$ cat config.mk
export PLATFORM = sky130hd
export DESIGN_NAME = spi_cs_sequencer
export DESIGN_NICKNAME = d
export VERILOG_FILES = /design/src/rtl/spi_csq_pkg.sv /design/src/rtl/csq_regs.sv /design/src/rtl/csq_delay.sv /design/src/rtl/csq_fsm.sv /design/src/rtl/spi_cs_sequencer.sv
export SDC_FILE = /design/constraint.sdc
export NUM_CORES = 1
export LEC_CHECK = 0
export BUFFER_PORTS_ARGS = -buffer_cell sky130_fd_sc_hd__buf_2
export CORE_MARGIN = 3
export CORE_UTILIZATION = 35
export CTS_BUF_LIST = sky130_fd_sc_hd__clkbuf_16
export CTS_CLUSTER_SIZE = 30
export DETAILED_ROUTE_END_ITERATION = 16
export GPL_TIMING_DRIVEN = 0
export PLACE_DENSITY = 0.67
export SLEW_MARGIN = 20
export SYNTH_ARGS = -nofsm -noshare
export SYNTH_HDL_FRONTEND = slang
export SYNTH_SLANG_ARGS = --single-unit
$ cat constraint.sdc
create_clock -name clk -period 3.3 [get_ports clk]
set_input_delay 0.825 -clock clk [delete_from_list [all_inputs] [get_ports clk]]
set_output_delay 0.825 -clock clk [all_outputs]
set_load 0.005 [all_outputs]
$ cat src/rtl/spi_csq_pkg.sv
package spi_csq_pkg;

  typedef enum logic [2:0] {
    ST_IDLE,
    ST_LEAD,
    ST_XFER,
    ST_TRAIL,
    ST_GAP,
    ST_HELD,
    ST_REST
  } csq_state_e;

  localparam logic [2:0] A_SEL  = 3'd0;
  localparam logic [2:0] A_DFLT = 3'd1;
  localparam logic [2:0] A_MODE = 3'd2;
  localparam logic [2:0] A_DLY0 = 3'd3;
  localparam logic [2:0] A_DLY1 = 3'd4;

  localparam logic [1:0] MODE_HOLD = 2'd2;
  localparam logic [1:0] MODE_OFF  = 2'd3;

  typedef struct packed {
    logic [7:0] lead;
    logic [7:0] trail;
    logic [7:0] rest;
    logic [7:0] gap;
  } csq_delays_t;

endpackage

$ cat src/rtl/csq_regs.sv
module csq_regs
  import spi_csq_pkg::*;
#(
  parameter int NCS = 32,
  parameter int IDW = 5
) (
  input  logic              clk,
  input  logic              rst_n,
  input  logic              we,
  input  logic [2:0]        addr,
  input  logic [31:0]       wdata,
  output logic [31:0]       rdata,
  output logic [IDW-1:0]    sel_id,
  output logic [NCS-1:0]    dflt,
  output logic [1:0]        mode,
  output csq_delays_t       dly
);

  logic [IDW-1:0] sel_q, sel_d;
  logic [NCS-1:0] dflt_q, dflt_d;
  logic [1:0]     mode_q, mode_d;
  csq_delays_t    dly_q, dly_d;
  logic [31:0]    sel_ext, dflt_ext;
  logic           unused_wbits;

  assign unused_wbits = ^{wdata[31:24], wdata[15:8]};

  always_comb begin
    sel_d  = sel_q;
    dflt_d = dflt_q;
    mode_d = mode_q;
    dly_d  = dly_q;
    if (we) begin
      case (addr)
        A_SEL:  sel_d  = wdata[IDW-1:0];
        A_DFLT: dflt_d = wdata[NCS-1:0];
        A_MODE: mode_d = wdata[1:0];
        A_DLY0: begin
          dly_d.lead  = wdata[7:0];
          dly_d.trail = wdata[23:16];
        end
        A_DLY1: begin
          dly_d.rest = wdata[7:0];
          dly_d.gap  = wdata[23:16];
        end
        default: ;
      endcase
    end
  end

  always_ff @(posedge clk or negedge rst_n) begin
    if (!rst_n) begin
      sel_q  <= '0;
      dflt_q <= '1;
      mode_q <= '0;
      dly_q  <= '{lead: 8'd1, trail: 8'd1, rest: 8'd1, gap: 8'd0};
    end else if (we) begin
      sel_q  <= sel_d;
      dflt_q <= dflt_d;
      mode_q <= mode_d;
      dly_q  <= dly_d;
    end
  end

  always_comb begin
    sel_ext  = '0;
    sel_ext[IDW-1:0] = sel_q;
    dflt_ext = '0;
    dflt_ext[NCS-1:0] = dflt_q;
  end

  always_comb begin
    case (addr)
      A_SEL:   rdata = sel_ext;
      A_DFLT:  rdata = dflt_ext;
      A_MODE:  rdata = {30'd0, mode_q};
      A_DLY0:  rdata = {8'd0, dly_q.trail, 8'd0, dly_q.lead};
      A_DLY1:  rdata = {8'd0, dly_q.gap, 8'd0, dly_q.rest};
      default: rdata = '0;
    endcase
  end

  assign sel_id = sel_q;
  assign dflt   = dflt_q;
  assign mode   = mode_q;
  assign dly    = dly_q;

  p_dflt_write_r2: assert property (@(posedge clk) disable iff (!rst_n)
    (we && addr == A_DFLT) |=> (dflt_q == $past(wdata[NCS-1:0])));

endmodule

$ cat src/rtl/csq_delay.sv
module csq_delay (
  input  logic       clk,
  input  logic       rst_n,
  input  logic       clr,
  input  logic       tick,
  input  logic [7:0] limit,
  output logic       expire
);

  logic [7:0] cnt_q, cnt_d;
  logic       cnt_en;

  assign expire = (limit == 8'd0) ||
                  (tick && ({1'b0, cnt_q} + 9'd1 >= {1'b0, limit}));

  assign cnt_en = clr || (tick && cnt_q != 8'hFF);

  always_comb begin
    cnt_d = cnt_q;
    if (clr)
      cnt_d = '0;
    else if (tick && cnt_q != 8'hFF)
      cnt_d = cnt_q + 8'd1;
  end

  always_ff @(posedge clk or negedge rst_n) begin
    if (!rst_n)
      cnt_q <= '0;
    else if (cnt_en)
      cnt_q <= cnt_d;
  end

  p_frozen_without_tick_r10: assert property (@(posedge clk) disable iff (!rst_n)
    (!clr && !tick) |=> $stable(cnt_q));

endmodule

$ cat src/rtl/csq_fsm.sv
module csq_fsm
  import spi_csq_pkg::*;
#(
  parameter int IDW = 5
) (
  input  logic           clk,
  input  logic           rst_n,
  input  logic           req,
  input  logic           done,
  input  logic           expire,
  input  logic [1:0]     mode,
  input  logic [IDW-1:0] sel_id,
  input  csq_delays_t    dly,
  output logic           start,
  output logic           cs_on,
  output logic [IDW-1:0] act_id,
  output logic [7:0]     limit,
  output logic           clr
);

  csq_state_e     state_q, state_d;
  logic           cs_on_q, cs_on_d;
  logic [IDW-1:0] id_q, id_d;
  logic           is_hold, is_off;

  assign is_hold = (mode == MODE_HOLD);
  assign is_off  = (mode == MODE_OFF);

  always_comb begin
    state_d = state_q;
    cs_on_d = cs_on_q;
    id_d    = id_q;
    case (state_q)
      ST_IDLE: if (req) begin
        if (is_off) begin
          state_d = ST_XFER;
        end else begin
          state_d = ST_LEAD;
          cs_on_d = 1'b1;
          id_d    = sel_id;
        end
      end
      ST_LEAD: if (expire) state_d = ST_XFER;
      ST_XFER: if (done) begin
        if (!cs_on_q)     state_d = ST_IDLE;
        else if (is_hold) state_d = ST_GAP;
        else              state_d = ST_TRAIL;
      end
      ST_GAP: if (expire) begin
        if (!is_hold)     state_d = ST_TRAIL;
        else if (req)     state_d = ST_XFER;
        else              state_d = ST_HELD;
      end
      ST_HELD: begin
        if (!is_hold)     state_d = ST_TRAIL;
        else if (req)     state_d = ST_XFER;
      end
      ST_TRAIL: if (expire) begin
        state_d = ST_REST;
        cs_on_d = 1'b0;
      end
      ST_REST: if (expire) begin
        if (req && !is_off) begin
          state_d = ST_LEAD;
          cs_on_d = 1'b1;
          id_d    = sel_id;
        end else begin
          state_d = ST_IDLE;
        end
      end
      default: state_d = ST_IDLE;
    endcase
  end

  always_comb begin
    case (state_q)
      ST_LEAD:  limit = dly.lead;
      ST_TRAIL: limit = dly.trail;
      ST_REST:  limit = dly.rest;
      ST_GAP:   limit = dly.gap;
      default:  limit = 8'd0;
    endcase
  end

  assign clr = (state_d != state_q);

  always_ff @(posedge clk or negedge rst_n) begin
    if (!rst_n) begin
      state_q <= ST_IDLE;
      cs_on_q <= 1'b0;
      id_q    <= '0;
    end else begin
      state_q <= state_d;
      cs_on_q <= cs_on_d;
      id_q    <= id_d;
    end
  end

  assign start  = (state_q == ST_XFER);
  assign cs_on  = cs_on_q;
  assign act_id = id_q;

  p_off_never_asserts_r3: assert property (@(posedge clk) disable iff (!rst_n)
    $rose(cs_on_q) |-> $past(mode != MODE_OFF));

  p_release_after_tail_r6: assert property (@(posedge clk) disable iff (!rst_n)
    $fell(cs_on_q) |-> $past(state_q == ST_TRAIL));

  p_held_between_frames_r8: assert property (@(posedge clk) disable iff (!rst_n)
    (state_q == ST_GAP || state_q == ST_HELD) |-> cs_on_q);

  p_leave_hold_r9: assert property (@(posedge clk) disable iff (!rst_n)
    (state_q == ST_HELD && mode != MODE_HOLD) |=> (state_q == ST_TRAIL));

endmodule

$ cat src/rtl/spi_cs_sequencer.sv
module spi_cs_sequencer
  import spi_csq_pkg::*;
#(
  parameter int NCS = 32
) (
  input  logic           clk,
  input  logic           rst_n,
  input  logic           cfg_we,
  input  logic [2:0]     cfg_addr,
  input  logic [31:0]    cfg_wdata,
  output logic [31:0]    cfg_rdata,
  input  logic           sck_tick,
  input  logic           frame_req,
  output logic           frame_start,
  input  logic           frame_done,
  output logic [NCS-1:0] cs_line
);

  localparam int IDW = (NCS > 1) ? $clog2(NCS) : 1;

  logic [IDW-1:0] sel_id, act_id;
  logic [NCS-1:0] dflt;
  logic [1:0]     mode;
  csq_delays_t    dly;
  logic           expire, clr, cs_on;
  logic [7:0]     limit;

  csq_regs #(.NCS(NCS), .IDW(IDW)) u_regs (
    .clk    (clk),
    .rst_n  (rst_n),
    .we     (cfg_we),
    .addr   (cfg_addr),
    .wdata  (cfg_wdata),
    .rdata  (cfg_rdata),
    .sel_id (sel_id),
    .dflt   (dflt),
    .mode   (mode),
    .dly    (dly)
  );

  csq_fsm #(.IDW(IDW)) u_fsm (
    .clk    (clk),
    .rst_n  (rst_n),
    .req    (frame_req),
    .done   (frame_done),
    .expire (expire),
    .mode   (mode),
    .sel_id (sel_id),
    .dly    (dly),
    .start  (frame_start),
    .cs_on  (cs_on),
    .act_id (act_id),
    .limit  (limit),
    .clr    (clr)
  );

  csq_delay u_dly (
    .clk    (clk),
    .rst_n  (rst_n),
    .clr    (clr),
    .tick   (sck_tick),
    .limit  (limit),
    .expire (expire)
  );

  for (genvar gi = 0; gi < NCS; gi++) begin : g_line
    assign cs_line[gi] = dflt[gi] ^ (cs_on && (act_id == IDW'(gi)));
  end

  p_single_active_r4: assert property (@(posedge clk) disable iff (!rst_n)
    $countones(cs_line ^ dflt) <= 1);

  p_select_before_start_r5: assert property (@(posedge clk) disable iff (!rst_n)
    ($rose(frame_start) && cs_on) |-> $past(cs_on));

endmodule

==> results.txt, run 1 <==
For the pin count of the biggest net entering global routing, the log shows 77. At the worst endpoint, the required time is 2.47 ns. The path class of the tightest hold or removal check is in2async. Across every metal layer, demand over resource in global routing totals 18.1%. Setup total negative slack on the finished layout was measured at 0 ns. The met2 layer wire length in the routed design came out at 7100 um. The residual overflow from global routing was 0.

The final hold violation count came out at 0. The most critical setup path has its startpoint at cfg_addr[2]. The number of H-tree levels is 3. For this design the total switching power over the nets is 1.84 mW. In this run the static leakage power is 2.94 nW. Synthesized flop and latch total: 88. VDD sags by at most 301 uV. The first global-routing pass estimated 25000 um of wire.

Of the total power, the share spent switching nets is 37.9%. The count of nets left with antenna violations once routing finished came out at 0. The internal power of the cells totals 3.01 mW. In this run the vertical extent of the chip is 131 um. Row generation in the floorplan step produced 45 rows. Of the available clock period, the critical path in the final layout requires 96.4%. Routed length on met3: 1160 um.

Clock-pin slew was measured on the worst setup and hold paths at 0.07 ns. Setup repair after global routing left no endpoint under its margin. The via count was 4659. The synthesized netlist cell count was 536; the sequential fraction of design power was 35.2%.

On the critical path, the stage with the largest delay is an instance of sky130_fd_sc_hd__nor2b_2. The floorplan step defined a die boundary enclosing 0.0172 mm^2. 0 antenna diodes ended up in the layout. Yosys mapped the design onto 56 distinct sky130hd cell types. The final net count was 705. The category of the most critical setup path is in2out. In this run the standard cell core region covers 0.0153 mm^2. Highest cell delay on the worst timing path: 0.45 ns. The flow ran to the end, and the final reports show no timing, DRC or antenna violations. The area growth from synthesis to layout is 22.2%. After synthesis the cells add up to 0.00548 mm^2. The first TritonRoute pass finished after 5 iterations. Sequential cells were found to cover 41.0% of the synthesized design area. For this design the ratio of total power to cell area is 724 mW/mm^2.

The utilization of the core after routing is 43.9%, and the worst hold slack is 0.277 ns. Fraction of final layout cells sized beyond drive strength 1: 40.2%. The run gives 853 as the count of placed standard cells including taps. The maximum net fanout on the critical path was 10. The start of the worst register-to-register path is u_fsm.state_q[1]. Wires add up to 15700 um. The run gives 0 as the total of warnings raised by yosys.

The per-cell via count in the routed design is 5.35, and the share of total power in combinational logic is 41.8%. For the weighted congestion reported at the end of routability-driven placement, the log shows 0.844. The first routing iteration left 355 violations. For this run, design rule violations remaining after detail routing come to 0.

Dividing the detail-routed wire length by the instance count gives 18.0 um. Pin placement for this block handled 106 I/O pins. The total clock sinks was 88.

The count of flip-flops with a built-in enable after synthesis was 0; the die extent in x was 131 um. For the worst setup path, the data arrival time is 2.36 ns. Across the run, the number of max-cap violations was 0.

The critical path capture point type was a primary output. The highest metal layer used by the detailed router is met5. Time the worst path needs with I/O delays and setup: 3.18 ns. Among all flip-flop cells after synthesis, the most frequent one is sky130_fd_sc_hd__dfrtp_1.

After synthesis, the share of flip-flops with an asynchronous set or reset is 100%. The number of antenna violations at the first check in global routing is 1. The cell family contributing the most delay on the critical path is simple AND/OR/NAND/NOR gates. For this configuration, the core starts out at a cell density of 35.9%. At the pin with the least slew margin, the transition time is 1.09 ns.

Counting every net in the synthesized netlist gives 586. STA classifies the critical path startpoint as a primary input. The logs give 4548 for the number of global-route vias before repair and 23.0% for the clock network fraction of total power. Between clock sinks in the finished design, the worst skew comes to 0.00929 ns. The buffer and inverter count on the worst path is 3. The worst pin sits at a relative slew slack of 26.2%. The finished layout holds 871 standard cells, fillers aside. After detailed routing, the wire length on met1 is 7100 um.

The number of buffers inserted by port buffering was 105; the half-perimeter wire length after detailed placement was 11700 um. In this run the clock root is driven by a sky130_fd_sc_hd__clkbuf_16. A synthesized cell averages 10.2 um^2. The longest clock path from root to sink contains 2 buffers.

Number of slew-limit violations in the final report: 0. TritonCTS built the clock tree. The tools report the total setup violations reported at the end of the flow as 0. Clock latency on the worst-skew pair, taken at its later pin, is 0.36 ns. TritonCTS created 9 clock buffers. For the maximum frequency from static timing analysis, the log shows 0.314 GHz. Walking the worst path, the cells encountered are buf_2, nor2b_2, nor2b_2, clkbuf_1, and2_1, buf_2. The power after layout was 4.85 mW.
==> final cells by class <==
type                    count  area [um^2]
fillers                  1485         8560
multi-input cells         414         3110
flip-flops and latches     88         2250
repair buffers            108          574
well taps                 211          264
clock buffers               9          225
plain buffers              33          181
clock inverters             7         96.3
inverters                   1         3.75
==> state kept, by name, summed over array words and instances, names as in the netlist <==
| signal | cells |
|---|---|
| u_regs.mode | 2 |
| u_regs.dflt | 32 |
| u_fsm.cs_on | 1 |
| u_fsm.act_id | 5 |
| u_regs.sel_id | 5 |
| u_regs.dly | 32 |
| u_fsm.state_q | 3 |
| u_dly.cnt_q | 8 |
==> cells by family (layout without fill, tap and decap cells) <==
| logic type | count (synthesis) | after routing | synth area share (%) |
|---|---|---|---|
| flops | 88 | 88 | 41.0 |
| fa+ha+maj | 9 | 9 | 2.05 |
| xor+xnor | 44 | 44 | 7.03 |
| compound gates | 80 | 80 | 10.5 |
| mux | 95 | 95 | 19.0 |
| buf+inv | 34 | 158 | 2.88 |
| simple gates | 186 | 186 | 17.6 |
==> Yosys cell counts, types with 11 or more instances <==
library cell	number	area share (%)
sky130_fd_sc_hd__a22oi_1	15	2.1
sky130_fd_sc_hd__and2_1	18	2.1
sky130_fd_sc_hd__clkbuf_1	18	1.2
sky130_fd_sc_hd__dfrtp_1	53	24
sky130_fd_sc_hd__dfstp_2	35	17
sky130_fd_sc_hd__mux2_2	73	15
sky130_fd_sc_hd__mux2i_1	22	4.0
sky130_fd_sc_hd__nand2_1	48	3.3
sky130_fd_sc_hd__nand3_1	16	1.5
sky130_fd_sc_hd__nor2_1	34	2.3
sky130_fd_sc_hd__nor2b_1	11	1.3
sky130_fd_sc_hd__nor3_1	11	1.0
sky130_fd_sc_hd__o21ai_0	22	2.0
sky130_fd_sc_hd__xnor2_1	20	3.2
sky130_fd_sc_hd__xor2_1	24	3.8
==> per-layer routing <==
metal	vias to the layer above	track usage, %
li1	2159	-
met1	2263	24.6
met2	197	28.1
met3	38	5.40
met4	2	5.08
met5	-	0
==> cell usage in the layout (no fill, tap or decap), types with 10 or more instances in the layout <==
master / n
sky130_fd_sc_hd__buf_2: 110
sky130_fd_sc_hd__clkbuf_1: 13
sky130_fd_sc_hd__nor3_1: 11
sky130_fd_sc_hd__nand3_1: 16
sky130_fd_sc_hd__xnor2_1: 20
sky130_fd_sc_hd__nor2_1: 34
sky130_fd_sc_hd__xor2_1: 24
sky130_fd_sc_hd__a21oi_1: 10
sky130_fd_sc_hd__a22oi_1: 15
sky130_fd_sc_hd__and2_1: 18
sky130_fd_sc_hd__dfstp_2: 35
sky130_fd_sc_hd__dfrtp_1: 52
sky130_fd_sc_hd__mux2i_1: 22
sky130_fd_sc_hd__mux2_2: 73
sky130_fd_sc_hd__nand2_1: 48
sky130_fd_sc_hd__o21ai_0: 21
sky130_fd_sc_hd__nand2b_1: 10
==> timing repair <==
item | in CTS | in global routing
hold endpoints to repair | 0 | 0
hold buffers | 0 | 0
pin swaps | 2 | 0
setup endpoints to repair | 39 | 27
resized for setup | 12 | 9
buffers inserted | 2 | 0
==> stage by stage <==
step           setup WS [ns]  cell area, um^2
4_1_cts               0.0137             6670
6_report               0.120             6700
5_1_grt              0.00545             6700
3_3_place_gp          -0.335             6270
2_1_floorplan          0.300             5480
3_5_place_dp          -0.355             6300
==> power by group through the flow <==
stage	combinational [mW]	clock (mW)	sequential (mW)
after floorplan	1.39	0	1.61
after CTS	2.00	1.13	1.70
after detailed placement	1.94	0	1.72
after global routing	2.22	1.17	1.75
after global placement	1.91	0	1.71
final	2.02	1.12	1.71
==> worst paths after layout <==
path | endpoint | slack [ns] | depth (start not counted)
worst max-delay path | cfg_rdata[13] | 0.12 | 6
worst min-delay path | u_fsm.cs_on | 0.28 | 1
worst max register to register | u_dly.cnt_q[6] | 0.17 | 12
worst min register to register | u_dly.cnt_q[1] | 0.54 | 2
max in group asynchronous | u_regs.dflt[30] | 2.36 | 2
min in group clk | u_dly.cnt_q[1] | 0.54 | 2
Power figures use the tool's default switching activity.
==> run 2, diff against run 1 <==
--- a/config.mk
+++ b/config.mk
@@ -5,6 +5,7 @@
 export SDC_FILE = /design/constraint.sdc
 export NUM_CORES = 1
 export LEC_CHECK = 0
+export ABC_AREA = 1
 export BUFFER_PORTS_ARGS = -buffer_cell sky130_fd_sc_hd__buf_2
 export CORE_MARGIN = 3
 export CORE_UTILIZATION = 35
==> run 2 against run 1 <==
Cell count grew 14%; core utilization up 0.17 points; power is 10% lower; flip-flop and latch count did not move.
==> results.txt, run 2 <==
The flow ran to the end, and the final reports show no timing, DRC or antenna violations. The design draws 4.35 mW. The count of nets left with antenna violations once routing finished came out at 0. The synthesized flop and latch total works out to 88. After clock tree synthesis, the clock-pin slew on the worst setup and hold paths is 0.06 ns. For this run, the detailed router's first-pass iteration total came to 5. Number of slew-limit violations in the final report: 0. TritonCTS built the clock tree. The average wire per standard cell is 15.7 um.

On the final layout, the worst clock skew is 0.00661 ns. For the insertion delay to the later sink of the worst-skew pair, the log shows 0.35 ns. Most common library cell in the layout ignoring fill and taps: sky130_fd_sc_hd__nand2_1. The logs give 0.38 ns for the register-to-register setup slack and 2.39 ns for the arrival time of the worst setup path.

The number of antenna diodes is 0, and the number of DRC violations after detailed routing is 0. The die covers 0.0163 mm^2. The critical path goes through buf_2, nor2_1, inv_1, nor2_1, clkbuf_2, a21oi_1, o211ai_1, buf_2. The tools report the number of cells in the finished layout apart from fillers as 997. Sequential elements use 43.3% of the synthesized area. The library cells used most frequently in the layout, excluding fill and tap cells, are sky130_fd_sc_hd__nand2_1, sky130_fd_sc_hd__buf_2, sky130_fd_sc_hd__inv_1, sky130_fd_sc_hd__o21ai_0, sky130_fd_sc_hd__nor2_1. For the pin with the worst max-slew slack, the measured transition is 0.684 ns.

The tools report the number of global-route vias before repair as 4505. Of all nets on the critical path, the largest fanout is 10. The logs give 19.2% for the overall track demand over capacity in global routing and 862 for the final net count. The fraction of final layout cells sized beyond drive strength 1 is 22.9%. Counting along the longest clock path gives a buffer depth of 2.

By count the netlist is led by sky130_fd_sc_hd__nand2_1, sky130_fd_sc_hd__inv_1, sky130_fd_sc_hd__o21ai_0. The count of fill cells added during filler insertion was 1514; the synthesized area per cell was 7.46 um^2. The number of antenna violations at the first check in global routing was 0; the pin count of the biggest net entering global routing was 80.

Grouping stages by cell kind, the critical path spends the most delay in buffers and inverters. Setup violations remaining at the end of the flow were counted as 0. The count of boundary I/O pins came out at 106. Setup repair after global routing left no endpoint under its margin. The worst setup path is captured at a primary output.

Across the run, the number of max-cap violations was 0. The tools report the total clock buffers created by CTS as 9. During placement, the flow inserted port buffers numbering 105. The number of different library cells used by synthesis comes to 34. The number of placed instances, taps included, is 981. The logs give 0.0142 mm^2 for the placeable core area and 54.4% for the headroom to the max-slew limit.

For the total of warnings raised by yosys, the log shows 0. The run gives 471 as the iteration-0 DRC count of the detailed router. The clock drives 88 sinks. Proportion of netlist area held by the largest area contributor: 25.6%. The most common cell in the synthesized netlist is sky130_fd_sc_hd__nand2_1. The async set-or-reset flop fraction in the synthesized netlist was 100%; the number of H-tree levels was 3. The category of the most critical setup path is in2out. The time the worst path needs with I/O delays and setup is 3.21 ns, and the synthesized netlist cell count is 695. The run gives 0.923 as the weighted congestion reported at the end of routability-driven placement. The cell at the slowest stage of the critical path was sky130_fd_sc_hd__nor2_1.

The leakage power total was 3.17 nW; the buffer and inverter count on the worst path was 4. The hold buffer count at cts came out at 0. The most common flop cell mapped by yosys is sky130_fd_sc_hd__dfrtp_1. The per-cell via count in the routed design is 4.98. The via count is 4964, and the final critical-path share of the clock period is 97.3%. The final hold violation count is 0.

Of all cell types, the one taking the most synthesized area is sky130_fd_sc_hd__dfrtp_1. Yosys mapped a number of flops with a built-in enable equal to 0. The run gives 745 as the synthesized net count. The largest vdd supply drop was 338 uV. The post-detailed-routing wire length came out at 15600 um. The run gives 2.47 ns as the critical path required time.

The die extent in x is 128 um, and the number of core rows is 43. The global-route wire length before repair was 24400 um; the setup TNS after final layout was 0 ns. For the maximum frequency from static timing analysis, the log shows 0.311 GHz.

The highest cell delay on the worst timing path is 0.44 ns, and the total standard cell area after synthesis is 0.00518 mm^2. The post-CTS setup repair buffer count was 0; the area growth from synthesis to layout was 20.8%. Dividing total power by cell area gives a power density of 695 mW/mm^2. Cells fill 44.1% of the core in the end. The path category of the worst min-delay check was in2async.

Clock tree synthesis selected as its root buffer the cell sky130_fd_sc_hd__clkbuf_16. The run gives 12000 um as the half-perimeter wire length after detailed placement. The die is 128 um tall. Once the floorplan was initialized, standard cells occupied 36.5% of the core. STA classifies the critical path startpoint as a primary input.

The tools report the residual overflow from global routing as 0. Yosys attributes the largest share of cell area to sky130_fd_sc_hd__dfrtp_1, sky130_fd_sc_hd__dfstp_2, sky130_fd_sc_hd__nand2_1.
## run 2: layout make-up
class	count	area [um^2]	area share [%]
tap	180	225	3.60
clock buffer	9	225	3.60
multi-input combinational	488	2470	39.5
sequential	88	2250	35.9
timing repair buffer	106	559	8.93
inverter	96	363	5.80
clock inverter	7	63.8	1.02
buffer	23	103	1.64
## run 2: kinds of logic after synthesis
group / synth area share [%]
simple gates: 25.1
compound gates: 13.8
buf+inv: 8.91
flops: 43.3
xor+xnor: 6.25
fa+ha+maj: 2.17
mux: 0.386
## run 2: final timing paths
path | from | depth (start not counted) | endpoint
max | cfg_addr[1] | 8 | cfg_rdata[1]
min | rst_n | 1 | u_regs.dflt[13]
max reg2reg | u_fsm.state_q[0] | 25 | u_dly.cnt_q[7]
min reg2reg | u_regs.sel_id[2] | 2 | u_regs.sel_id[2]
max in group asynchronous | rst_n | 2 | u_regs.dflt[10]
min in group clk | u_regs.sel_id[2] | 2 | u_regs.sel_id[2]
## run 2: per-layer routing
layer | wire length (um) | track usage [%]
met4 | 310 | 5.37
met2 | 7150 | 29.4
met3 | 1020 | 4.75
met5 | 0 | 0
met1 | 7150 | 27.3
## run 2: stage by stage
stage / setup WS, ns / area (um^2) / hold WS [ns]
2_1_floorplan: 0.733 / 5180 / 0.453
3_3_place_gp: -0.0647 / 5930 / 0.466
3_5_place_dp: -0.0504 / 5970 / 0.473
4_1_cts: 0.131 / 6260 / 0.460
5_1_grt: 0.000181 / 6260 / 0.467
6_report: 0.0884 / 6260 / 0.464
## run 2: repair_timing
action,4_1_cts,5_1_grt
hold endpoints to repair,0,0
cloned,0,0
gates resized for setup,1,1
endpoints found under the setup margin,2,8
## run 2: worst register-to-register path, delay by kind of cell, from the launching register on
kind,cells,cell delay [ns]
flip-flops,1,0.36
adder cells (fa/ha/maj),1,0.31
buffers and inverters,4,0.48
AND/OR/NAND/NOR,20,1.65
## run 2: power by group
group | switching (mW) | internal [mW]
Clock | 0.435 | 0.581
Sequential | 0.175 | 1.37
Combinational | 1.18 | 0.611
Total | 1.79 | 2.56
==> run 3, diff against run 2 <==
--- a/config.mk
+++ b/config.mk
@@ -14,6 +14,7 @@
 export DETAILED_ROUTE_END_ITERATION = 16
 export GPL_TIMING_DRIVEN = 0
 export PLACE_DENSITY = 0.67
+export RECOVER_POWER = 50
 export SLEW_MARGIN = 20
 export SYNTH_ARGS = -nofsm -noshare
 export SYNTH_HDL_FRONTEND = slang
==> run 3 against run 2 <==
The run now ends with capacitance limit, slew limit left; via count rose by 1.2%; clock skew rose by 0.00074 ns; register-to-register slack barely moved; setup slack improved by 0.0051 ns; global-route usage did not move; critical path type unchanged; largest cell class unchanged.
==> results.txt, run 3 (synthesis gave the netlist of run 2 again) <==
Relative to the synthesized area, the layout overhead comes to 20.1%. STA classifies the critical path endpoint as a primary output. The detailed router placed 5023 vias in this run. The die covers 0.0163 mm^2. The fraction of final layout cells sized beyond drive strength 1 was 22.3%; the number of slew-limit violations in the final report was 80. Across all register-to-register paths, the minimum setup slack is 0.37 ns. At the worst endpoint, the arrival time is 2.38 ns. The insertion delay to the later sink of the worst-skew pair is 0.35 ns. For the half-perimeter wire length after detailed placement, the log shows 12000 um. The logs give 36.5% for the effective utilization at floorplan and 0.0142 mm^2 for the placeable core area. The clock tree buffer depth was 2. The switching power of the nets was 1.80 mW.

The floorplan has 43 rows. From left edge to right edge, the die measures 128 um. The final critical-path share of the clock period came out at 97.2%. Measured along the y axis, the die boundary spans 128 um.

The post-place instance area came out at 0.00597 mm^2. The category of the most critical setup path was in2out. The logs give 0.00734 ns for the worst clock skew and 862 for the final net count.

Setup repair after global routing left no endpoint under its margin. The total clock buffers created by CTS came out at 9. The checks that failed: capacitance limit, slew limit. The number of H-tree levels is 3, and the number of antenna diodes is 0.

Combinational logic burns 41.1% of the power. The run gives 0 as the final hold violation count. The worst slack after detailed placement was -0.0504 ns. For the post-route cell area, the log shows 0.00622 mm^2. The weighted congestion reported at the end of routability-driven placement is 0.923, and the buffer and inverter count on the worst path is 4. The run gives 23.4% as the clock network fraction of total power. The largest individual stage delay along the critical path comes from the cell sky130_fd_sc_hd__nor2_1.

Iteration-0 DRC count of the detailed router: 426. Clock-pin slew was measured on the worst setup and hold paths at 0.06 ns. The top cell types in the final layout, fill and taps aside, are sky130_fd_sc_hd__nand2_1, sky130_fd_sc_hd__buf_2, sky130_fd_sc_hd__inv_1, sky130_fd_sc_hd__o21ai_0, sky130_fd_sc_hd__nor2_1. The per-cell via count in the routed design is 5.04.

The start of the worst register-to-register path was u_fsm.state_q[0]. The most common library cell in the layout ignoring fill and taps was sky130_fd_sc_hd__nand2_1. The layout has 1520 filler cells. Entering global routing, the biggest net connects 80 pins. The tools report the largest vdd supply drop as 339 uV.

The flow ran to the end, but the final reports show violations. Counting every sink on the clock net gives 88. TritonCTS built the clock tree. The logs give 1 for the number of maximum-capacitance constraint violations and 15700 um for the post-detailed-routing wire length.

Of all nets on the critical path, the largest fanout is 10. Category of cells accounting for the largest share of critical-path delay: buffers and inverters. The number of antenna violations at the first check in global routing was 0; the residual overflow from global routing was 0. The logs give 19.2% for the overall track demand over capacity in global routing and 0.312 GHz for the maximum frequency from static timing analysis. The sequential fraction of design power is 35.5%, and the switching share of power is 41.3%. 106 I/O pins were placed. The run gives -33.4% as the headroom to the max-slew limit. The root buffer cell chosen for the clock tree is sky130_fd_sc_hd__clkbuf_16.

The critical path endpoint is cfg_rdata[17]. The critical path required time was 2.47 ns; the leakage power total was 3.15 nW. Once the clock tree was built, the setup fixing pass inserted 0 buffers.

Power comes to 4.35 mW. The run gives 0.00247 mm^2 as the multi-input combinational cell area. The critical path crosses 8 cells after its start point. The run gives 2.55 mW as the internal cell power.

In the post-route analysis, the smallest setup slack over all paths is 0.0935 ns. The logs give 0 for the number of DRC violations after detailed routing and 0 for the total setup violations reported at the end of the flow. In this design, the stage delay of the slowest critical-path cell is 0.44 ns. The transition time at the pin with the least slew margin works out to 2.00 ns. The first global-routing pass estimated 24400 um of wire. Power spread over the standard cell area amounts to 699 mW/mm^2. Origin of the worst setup path: cfg_addr[1]. After detailed routing, the average wire length per cell comes to 15.7 um.

The number of global-route vias before repair is 4505, and the sequential cell area is 0.00225 mm^2. For the worst flop-to-flop path, the logic depth is 25. In this run the tool buffered the top-level ports with 105 buffer cells. Subtracting the final worst setup slack from the clock period gives 3.21 ns.

Traced cell by cell, the critical path runs through buf_2, nor2_1, inv_1, nor2_1, clkbuf_2, nand2_1, o211ai_1, buf_2. Once detail routing completed, the nets flagged for antenna violations numbered 0. The run gives 5 as the total iterations of the first detailed-routing run. Endpoint of the worst-slack reg-to-reg timing path: u_dly.cnt_q[7]. The worst setup path is launched from a primary input.

The path category of the worst min-delay check was reg2reg.
run 3: cell count changes in the layout (fill, tap and decap cells not counted):
cell,change
sky130_fd_sc_hd__buf_2,-6
sky130_fd_sc_hd__clkbuf_2,+3
sky130_fd_sc_hd__clkbuf_1,+5
sky130_fd_sc_hd__buf_16,-1
sky130_fd_sc_hd__buf_6,-1
run 3: worst min-delay path: cells and delay by family, from the launching register on:
family / cells / cell delay, ns
DFF: 1 / 0.34
and+or+nand+nor: 1 / 0.05
AOI/OAI and AO/OA: 1 / 0.06
run 3: per-stage QoR:
step	utilization [%]	cells	hold WS [ns]	setup TNS, ns
final	43.8	997	0.487	0
after global routing	43.8	997	0.515	0
after CTS	44.1	997	0.460	0
after detailed placement	42.0	981	0.473	-0.0596
after global placement	41.8	980	0.466	-0.0955
after floorplan	-	695	0.453	0
run 3: layout make-up:
cell class              instances  area share (%)
plain buffers                  23            1.65
clock buffers                   9            3.62
clock inverters                 7            1.03
inverters                      96            5.83
multi-input cells             488            39.8
flip-flops and latches         88            36.1
well taps                     180            3.62
repair buffers                106            8.42
run 3: worst min-delay path by stage:
stage                          start               end  slack [ns]  cells past startpoint
floorplan              u_regs.dly[0]     u_regs.dly[0]        0.45                      2
global placement    u_regs.sel_id[0]  u_regs.sel_id[0]        0.47                      2
detailed placement  u_regs.sel_id[2]  u_regs.sel_id[2]        0.47                      2
CTS                            rst_n   u_regs.dflt[13]        0.46                      1
global route           u_regs.dly[6]     u_regs.dly[6]        0.51                      2
finish              u_regs.sel_id[2]  u_regs.sel_id[2]        0.49                      2
run 3: per-layer routing:
metal  GRT usage [%]  routed length [um]  vias to the layer above
li1                -                   -                     2443
met1            27.3                7140                     2379
met2            29.4                7210                      175
met3            4.75                 964                       26
met4            5.37                 340                        0
met5               0                   0                        -
run 3: power groups by stage:
stage               Combinational (mW)  Sequential (mW)  Clock, mW
global placement                  1.75             1.55          0
CTS                               1.79             1.54       1.03
detailed placement                1.78             1.56          0
finish                            1.79             1.54       1.02
floorplan                         1.25             1.50          0
global route                      2.02             1.58       1.08
run 3: repair_timing:
item	4_1_cts	5_1_grt
hold endpoints to repair	0	0
hold buffers	0	0
gates resized for setup	1	1
setup endpoints to repair	2	8
